File: src/rtl/slow_cal_counter.sv
module slow_cal_counter #(
  parameter int CYC_W    = 15,
  parameter int CNT_W    = 32,
  parameter int SYNC_N   = 2,
  parameter int SHIFT_HI = 12,
  parameter int SHIFT_LO = 10
) (
  input  logic             clk,
  input  logic             rst_n,
  input  logic [3:0]       slow_clk_i,
  input  logic [1:0]       src_sel,
  input  logic             start,
  input  logic [CYC_W-1:0] cycles,
  output logic             busy,
  output logic             done,
  output logic             timed_out,
  output logic [CNT_W-1:0] result
);
  localparam int NSRC = 4;
  localparam int LIM_W = CYC_W + SHIFT_HI;
  localparam logic [1:0] LO_SEL = 2'd3;

  typedef enum logic [1:0] {ST_IDLE, ST_ARM, ST_RUN} state_t;

  state_t state_q;
  logic [NSRC-1:0][SYNC_N-1:0] sync_q;
  logic [NSRC-1:0] prev_q, rise_vec;
  logic [1:0]       sel_q;
  logic [CYC_W-1:0] left_q;
  logic [CNT_W-1:0] limit_q, elapsed_q, count_q, res_q;
  logic             done_q, to_q;
  logic [LIM_W-1:0] lim_wide;
  logic [CNT_W-1:0] lim_val;
  logic             rise, finish, expire;

  for (genvar g = 0; g < NSRC; g++) begin : g_sync
    always_ff @(posedge clk or negedge rst_n) begin
      if (!rst_n) begin
        sync_q[g] <= '0;
        prev_q[g] <= 1'b0;
      end else begin
        sync_q[g] <= {sync_q[g][SYNC_N-2:0], slow_clk_i[g]};
        prev_q[g] <= sync_q[g][SYNC_N-1];
      end
    end
    assign rise_vec[g] = sync_q[g][SYNC_N-1] & ~prev_q[g];
  end

  assign lim_wide = (src_sel == LO_SEL) ? (LIM_W'(cycles) << SHIFT_LO)
                                        : (LIM_W'(cycles) << SHIFT_HI);

  if (LIM_W > CNT_W) begin : g_clamp
    assign lim_val = (|lim_wide[LIM_W-1:CNT_W]) ? '1 : lim_wide[CNT_W-1:0];
  end else begin : g_fit
    assign lim_val = CNT_W'(lim_wide);
  end

  assign rise   = rise_vec[sel_q];
  assign finish = (state_q == ST_RUN) && rise && (left_q == CYC_W'(1));
  assign expire = (state_q != ST_IDLE) && (elapsed_q >= limit_q);

  always_ff @(posedge clk or negedge rst_n) begin
    if (!rst_n) begin
      state_q   <= ST_IDLE;
      sel_q     <= '0;
      left_q    <= '0;
      limit_q   <= '0;
      elapsed_q <= '0;
      count_q   <= '0;
      res_q     <= '0;
      to_q      <= 1'b0;
      done_q    <= 1'b0;
    end else begin
      done_q <= 1'b0;
      if (state_q == ST_IDLE) begin
        if (start) begin
          sel_q     <= src_sel;
          left_q    <= cycles;
          limit_q   <= lim_val;
          elapsed_q <= '0;
          count_q   <= '0;
          res_q     <= '0;
          to_q      <= 1'b0;
          if (cycles == '0) done_q <= 1'b1;
          else              state_q <= ST_ARM;
        end
      end else begin
        elapsed_q <= (&elapsed_q) ? elapsed_q : elapsed_q + 1'b1;
        if (finish) begin
          res_q   <= (&count_q) ? count_q : count_q + 1'b1;
          done_q  <= 1'b1;
          state_q <= ST_IDLE;
        end else if (expire) begin
          res_q   <= '0;
          to_q    <= 1'b1;
          done_q  <= 1'b1;
          state_q <= ST_IDLE;
        end else if (state_q == ST_ARM) begin
          if (rise) state_q <= ST_RUN;
        end else begin
          count_q <= (&count_q) ? count_q : count_q + 1'b1;
          if (rise) left_q <= left_q - 1'b1;
        end
      end
    end
  end

  assign busy      = (state_q != ST_IDLE);
  assign done      = done_q;
  assign timed_out = to_q;
  assign result    = res_q;


  done_pulse_chk: assert property (@(posedge clk) disable iff (!rst_n)
    done |=> !done);


  hold_idle_chk: assert property (@(posedge clk) disable iff (!rst_n)
    (!busy && !start) |=> ($stable(result) && $stable(timed_out)));


  zero_on_timeout_chk: assert property (@(posedge clk) disable iff (!rst_n)
    (done && timed_out) |-> (result == '0));


  zero_request_chk: assert property (@(posedge clk) disable iff (!rst_n)
    (start && !busy && cycles == '0) |=> (done && !busy && !timed_out && result == '0));


  busy_end_chk: assert property (@(posedge clk) disable iff (!rst_n)
    $fell(busy) |-> done);


  busy_start_chk: assert property (@(posedge clk) disable iff (!rst_n)
    (busy && start) |=> $stable(limit_q));
endmodule

File: config.mk
export PLATFORM = sky130hd
export DESIGN_NAME = slow_cal_counter
export DESIGN_NICKNAME = d
export VERILOG_FILES = /design/src/rtl/slow_cal_counter.sv
export SDC_FILE = /design/constraint.sdc
export NUM_CORES = 1
export LEC_CHECK = 0
export BUFFER_PORTS_ARGS = -buffer_cell sky130_fd_sc_hd__buf_2
export CAP_MARGIN = 25
export CORE_MARGIN = 4
export CORE_UTILIZATION = 65
export DETAILED_ROUTE_END_ITERATION = 7
export PLACE_DENSITY = 0.84
export SETUP_SLACK_MARGIN = 0.15
export SLEW_MARGIN = 15
export SYNTH_ARGS = -nofsm -noshare
export SYNTH_HDL_FRONTEND = slang
export SYNTH_SLANG_ARGS = --single-unit
File: constraint.sdc
create_clock -name clk -period 4.2 [get_ports clk]
set_input_delay 0.21 -clock clk [delete_from_list [all_inputs] [get_ports clk]]
set_output_delay 0.21 -clock clk [all_outputs]
set_load 0.01 [all_outputs]
==> flow_summary.html <==
<table>
<tr><th>Metric</th><th>Value</th></tr>
<tr><th colspan="2">Run status</th></tr>
<tr><td>Status</td><td>complete, no violations</td></tr>
<tr><th colspan="2">STA</th></tr>
<tr><td>Count of final max-slew check failures</td><td>0</td></tr>
<tr><td>Post-route clock period utilization</td><td>0.821</td></tr>
<tr><td>Worst clock skew</td><td>around 10 ps</td></tr>
<tr><td>Peak clock frequency supported by timing</td><td>between 0.2 and 0.3 GHz</td></tr>
<tr><td>Final hold violation count</td><td>0</td></tr>
<tr><td>Worst hold slack across all endpoints</td><td>just under 50 ps</td></tr>
<tr><td>Setup repair after global routing missed its margin</td><td>false</td></tr>
<tr><td>Endpoints failing setup</td><td>0</td></tr>
<tr><td>Final critical-path required period</td><td>around 3400 ps</td></tr>
<tr><td>Remaining max-slew budget at the tightest pin</td><td>0.431</td></tr>
<tr><td>Setup TNS after final layout</td><td>0 ps</td></tr>
<tr><td>Worst-margin pin slew</td><td>about 850 ps</td></tr>
<tr><th colspan="2">Layout</th></tr>
<tr><td>Final layout net count</td><td>approximately 980</td></tr>
<tr><td>Layout area overhead</td><td>13.4%</td></tr>
<tr><td>Final cell count without fillers</td><td>~1100</td></tr>
<tr><td>Fraction of final layout cells sized beyond drive strength 1</td><td>0.125</td></tr>
<tr><td>Finished Core Util</td><td>0.753</td></tr>
<tr><td>Antenna Diode Count</td><td>0</td></tr>
<tr><td>Most common cell after layout, fill and taps aside</td><td>dfrtp_1</td></tr>
<tr><td>Top library cells by usage in the layout, fill and taps aside</td><td>dfrtp_1 (146), nand2_1 (131), o21ai_0 (88)</td></tr>
<tr><th colspan="2">Synth</th></tr>
<tr><td>Synthesized area</td><td>roughly 8000 um2</td></tr>
<tr><td>Number of enable-type register cells in the synthesized netlist</td><td>0</td></tr>
<tr><td>Total of warnings raised by yosys</td><td>0</td></tr>
<tr><td>Post-synth net total</td><td>between 900 and 1000</td></tr>
<tr><td>Average cell area after synthesis</td><td>roughly 9 um2</td></tr>
<tr><td>Multiplexer share of the synthesized area</td><td>0.0330</td></tr>
<tr><td>Post-synthesis sequential element count</td><td>146</td></tr>
<tr><td>Post-synth top flop</td><td>dfrtp_1</td></tr>
<tr><td>Adder-cell share of the synthesized area</td><td>0.0344</td></tr>
<tr><td>Post-Synth XOR/XNOR Area</td><td>0.0415</td></tr>
<tr><td>Instance count of the mapped netlist</td><td>886</td></tr>
<tr><td>Post-synthesis share of cell area spent on and, or, nand and nor gates</td><td>0.237</td></tr>
<tr><td>Largest family of logic cells by synthesized area</td><td>simple AND/OR/NAND/NOR gates</td></tr>
<tr><td>Synth cell types</td><td>68</td></tr>
<tr><td>Post-synth ARST share</td><td>1.00</td></tr>
<tr><td>Sequential fraction of the synthesis area</td><td>0.456</td></tr>
<tr><td>Post-synthesis compound-gate area fraction</td><td>0.159</td></tr>
<tr><th colspan="2">Clocking</th></tr>
<tr><td>Maximum root-to-sink buffer count</td><td>2</td></tr>
<tr><td>Level count of the clock H-tree</td><td>4</td></tr>
<tr><td>Root Driver</td><td>clkbuf_16</td></tr>
<tr><td>TritonCTS Buffers</td><td>17</td></tr>
<tr><td>Clock transition at the registers of the reported paths</td><td>60 ps</td></tr>
<tr><td>CTS tree</td><td>done</td></tr>
<tr><td>Resized Gates After CTS</td><td>0</td></tr>
<tr><td>Clock network latency to the later pin of the worst-skew pair</td><td>between 400 and 500 ps</td></tr>
<tr><td>Number of clock sinks</td><td>~150</td></tr>
<tr><th colspan="2">Min path</th></tr>
<tr><td>Type of the most critical hold path</td><td>input pin to flop</td></tr>
<tr><td>Worst hold path depth</td><td>3</td></tr>
<tr><th colspan="2">Place</th></tr>
<tr><td>Dpl hpwl</td><td>approximately 13000 um</td></tr>
<tr><td>Number of instances in the placed design</td><td>~1100</td></tr>
<tr><td>Port Buffers</td><td>58</td></tr>
<tr><td>Routability-driven placement congestion ratio</td><td>just over 0.9</td></tr>
<tr><th colspan="2">Floorplan</th></tr>
<tr><td>Area of the die</td><td>between 10000 and 15000 um2</td></tr>
<tr><td>Starting density of the core</td><td>0.664</td></tr>
<tr><td>Horizontal die dimension</td><td>119 um</td></tr>
<tr><td>Die Span Y</td><td>119 um</td></tr>
<tr><td>I/O pin count</td><td>59</td></tr>
<tr><td># rows</td><td>40</td></tr>
<tr><td>Area of the core</td><td>12100 um2</td></tr>
<tr><th colspan="2">Pwr</th></tr>
<tr><td>Total power draw</td><td>about 4.7 mW</td></tr>
<tr><td>Leakage</td><td>roughly 4.1 nW</td></tr>
<tr><td>Pwr dens</td><td>approximately 520 nW/um2</td></tr>
<tr><td>IR Drop Worst-Case VDD</td><td>0.000347 V</td></tr>
<tr><th colspan="2">GRT</th></tr>
<tr><td>Global-route wire length before repair</td><td>about 34000 um</td></tr>
<tr><td>Number of antenna violations at the first check in global routing</td><td>0</td></tr>
<tr><td>Maximum number of pins on one net before global-route repair</td><td>approximately 110</td></tr>
<tr><td>Aggregate global-route resource usage</td><td>0.294</td></tr>
<tr><td>Vias in the first global route</td><td>about 6900</td></tr>
<tr><td>Grt total ovfl</td><td>0</td></tr>
<tr><th colspan="2">Critical path</th></tr>
<tr><td>Kind of start point of the critical path</td><td>flop</td></tr>
<tr><td>Endpoint of the most critical setup path</td><td>left_q[0]</td></tr>
<tr><td>FF-to-FF End</td><td>left_q[0]</td></tr>
<tr><td>Reg-to-reg startpoint</td><td>elapsed_q[17]</td></tr>
<tr><td>CP max FO</td><td>40</td></tr>
<tr><td>Worst Setup Path Type</td><td>flop to flop</td></tr>
<tr><td>Worst EP arrival</td><td>~3800 ps</td></tr>
<tr><td>Required time of the critical path</td><td>around 4600 ps</td></tr>
<tr><td>Slack of the worst reg-to-reg path</td><td>between 700 and 800 ps</td></tr>
<tr><td>Critical path origin</td><td>elapsed_q[17]</td></tr>
<tr><td>Critical Path Sink Type</td><td>flop</td></tr>
<tr><td>Reg2reg path depth</td><td>8</td></tr>
<tr><th colspan="2">Detailed routing</th></tr>
<tr><td>Total wire length after detailed routing</td><td>between 20000 and 25000 um</td></tr>
<tr><td>Total via count in the routed design</td><td>a little over 7000</td></tr>
<tr><td>WL per Instance</td><td>roughly 18 um</td></tr>
<tr><td>Via density per instance</td><td>6.48</td></tr>
<tr><td>1st-iter DRT viols</td><td>approximately 630</td></tr>
<tr><td>Router iterations before antenna repair</td><td>5</td></tr>
<tr><td>Antenna Nets Post-Route</td><td>0</td></tr>
<tr><td>Final routed DRC violation total</td><td>0</td></tr>
<tr><th colspan="2">Flow run</th></tr>
<tr><td>Max-capacitance violation count</td><td>0</td></tr>
</table>
[worst max-delay path: stages, from the launching register on]
cell     delay, ps
dfrtp_1        470
ha_1           340
a21oi_1        140
o21ai_0        120
or4_1          610
a21oi_4        310
nand3_4        440
a21oi_1        660
o221a_2        300
[metal layers]
layer	GRT usage	share of wire	wire length, um
met2	0.467	0.48	9630
met1	0.396	0.42	8440
met3	0.0608	0.079	1590
met4	0.119	0.026	523
met5	0	0	0
[stage by stage]
step	instance area [um2]	worst slack, ps
floorplan	8010	1630
global placement	8380	1020
detailed placement	8380	882
CTS	9060	875
global route	9090	598
finish	9090	751
[worst min path at each step]
stage | start | to | slack (ps)
2_1_floorplan | rst_n | count_q[0] | -90
3_3_place_gp | slow_clk_i[0] | sync_q[0] | 320
3_5_place_dp | slow_clk_i[3] | sync_q[6] | 320
4_1_cts | src_sel[1] | sel_q[1] | 40
5_1_grt | src_sel[1] | sel_q[1] | 60
6_report | src_sel[1] | sel_q[1] | 50
[cell families (layout without fill, tap and decap cells)]
| logic type | count (synthesis) | in the layout |
|---|---|---|
| AND/OR/NAND/NOR | 381 | 381 |
| AO/OA/AOI/OAI | 197 | 197 |
| flip-flops | 146 | 146 |
| buffers and inverters | 77 | 133 |
| XOR/XNOR | 38 | 38 |
| multiplexers | 25 | 25 |
| adder cells (fa/ha/maj) | 22 | 22 |
[synth_stat cells (4+ instances only)]
library cell,count,area share
a211o_1,6,0.0066
mux2i_1,23,0.029
nor2_1,61,0.029
xnor2_1,21,0.023
a32o_1,4,0.0050
or3_1,5,0.0039
o31ai_1,12,0.011
a21o_1,4,0.0037
a31oi_1,9,0.0070
and3_1,14,0.011
ha_1,22,0.034
nand2_1,132,0.062
and2_1,11,0.0086
and4_1,10,0.011
clkbuf_1,36,0.017
o21ai_0,88,0.055
nor4b_1,4,0.0044
nor2b_1,5,0.0039
nor3_1,22,0.014
nand4_1,30,0.023
nor4_1,15,0.012
or4_1,9,0.0084
xor2_1,17,0.019
buf_1,4,0.0019
o211ai_1,15,0.014
a21oi_1,23,0.014
o21a_1,4,0.0037
inv_1,28,0.013
buf_2,5,0.0031
nand3_1,48,0.030
dfrtp_1,146,0.46
[sequential cells by signal, indices dropped and copies added (netlist names)]
| register | cells |
|---|---|
| count_q | 32 |
| done | 1 |
| elapsed_q | 32 |
| left_q | 15 |
| limit_q | 17 |
| prev_q | 4 |
| result | 32 |
| sel_q | 2 |
| state_q | 2 |
| sync_q | 8 |
| timed_out | 1 |
[report_power, final]
part	switching [mW]	internal (mW)	total, mW
Sequential	0.276	1.66	1.93
Clock	0.612	1.00	1.61
Combinational	0.744	0.452	1.20
[final cells by class]
| type | instances | area (um2) |
|---|---|---|
| inverters | 29 | 109 |
| fillers | 848 | 2970 |
| multi-input cells | 663 | 4050 |
| repair buffers | 72 | 434 |
| well taps | 168 | 210 |
| clock buffers | 17 | 425 |
| flip-flops and latches | 146 | 3650 |
| clock inverters | 15 | 203 |
[repair_timing]
action / in CTS / in global routing
setup buffers: 0 / 0
endpoints found under the hold margin: 113 / 0
hold buffers: 5 / 0
(Power assumes the default switching activity.)
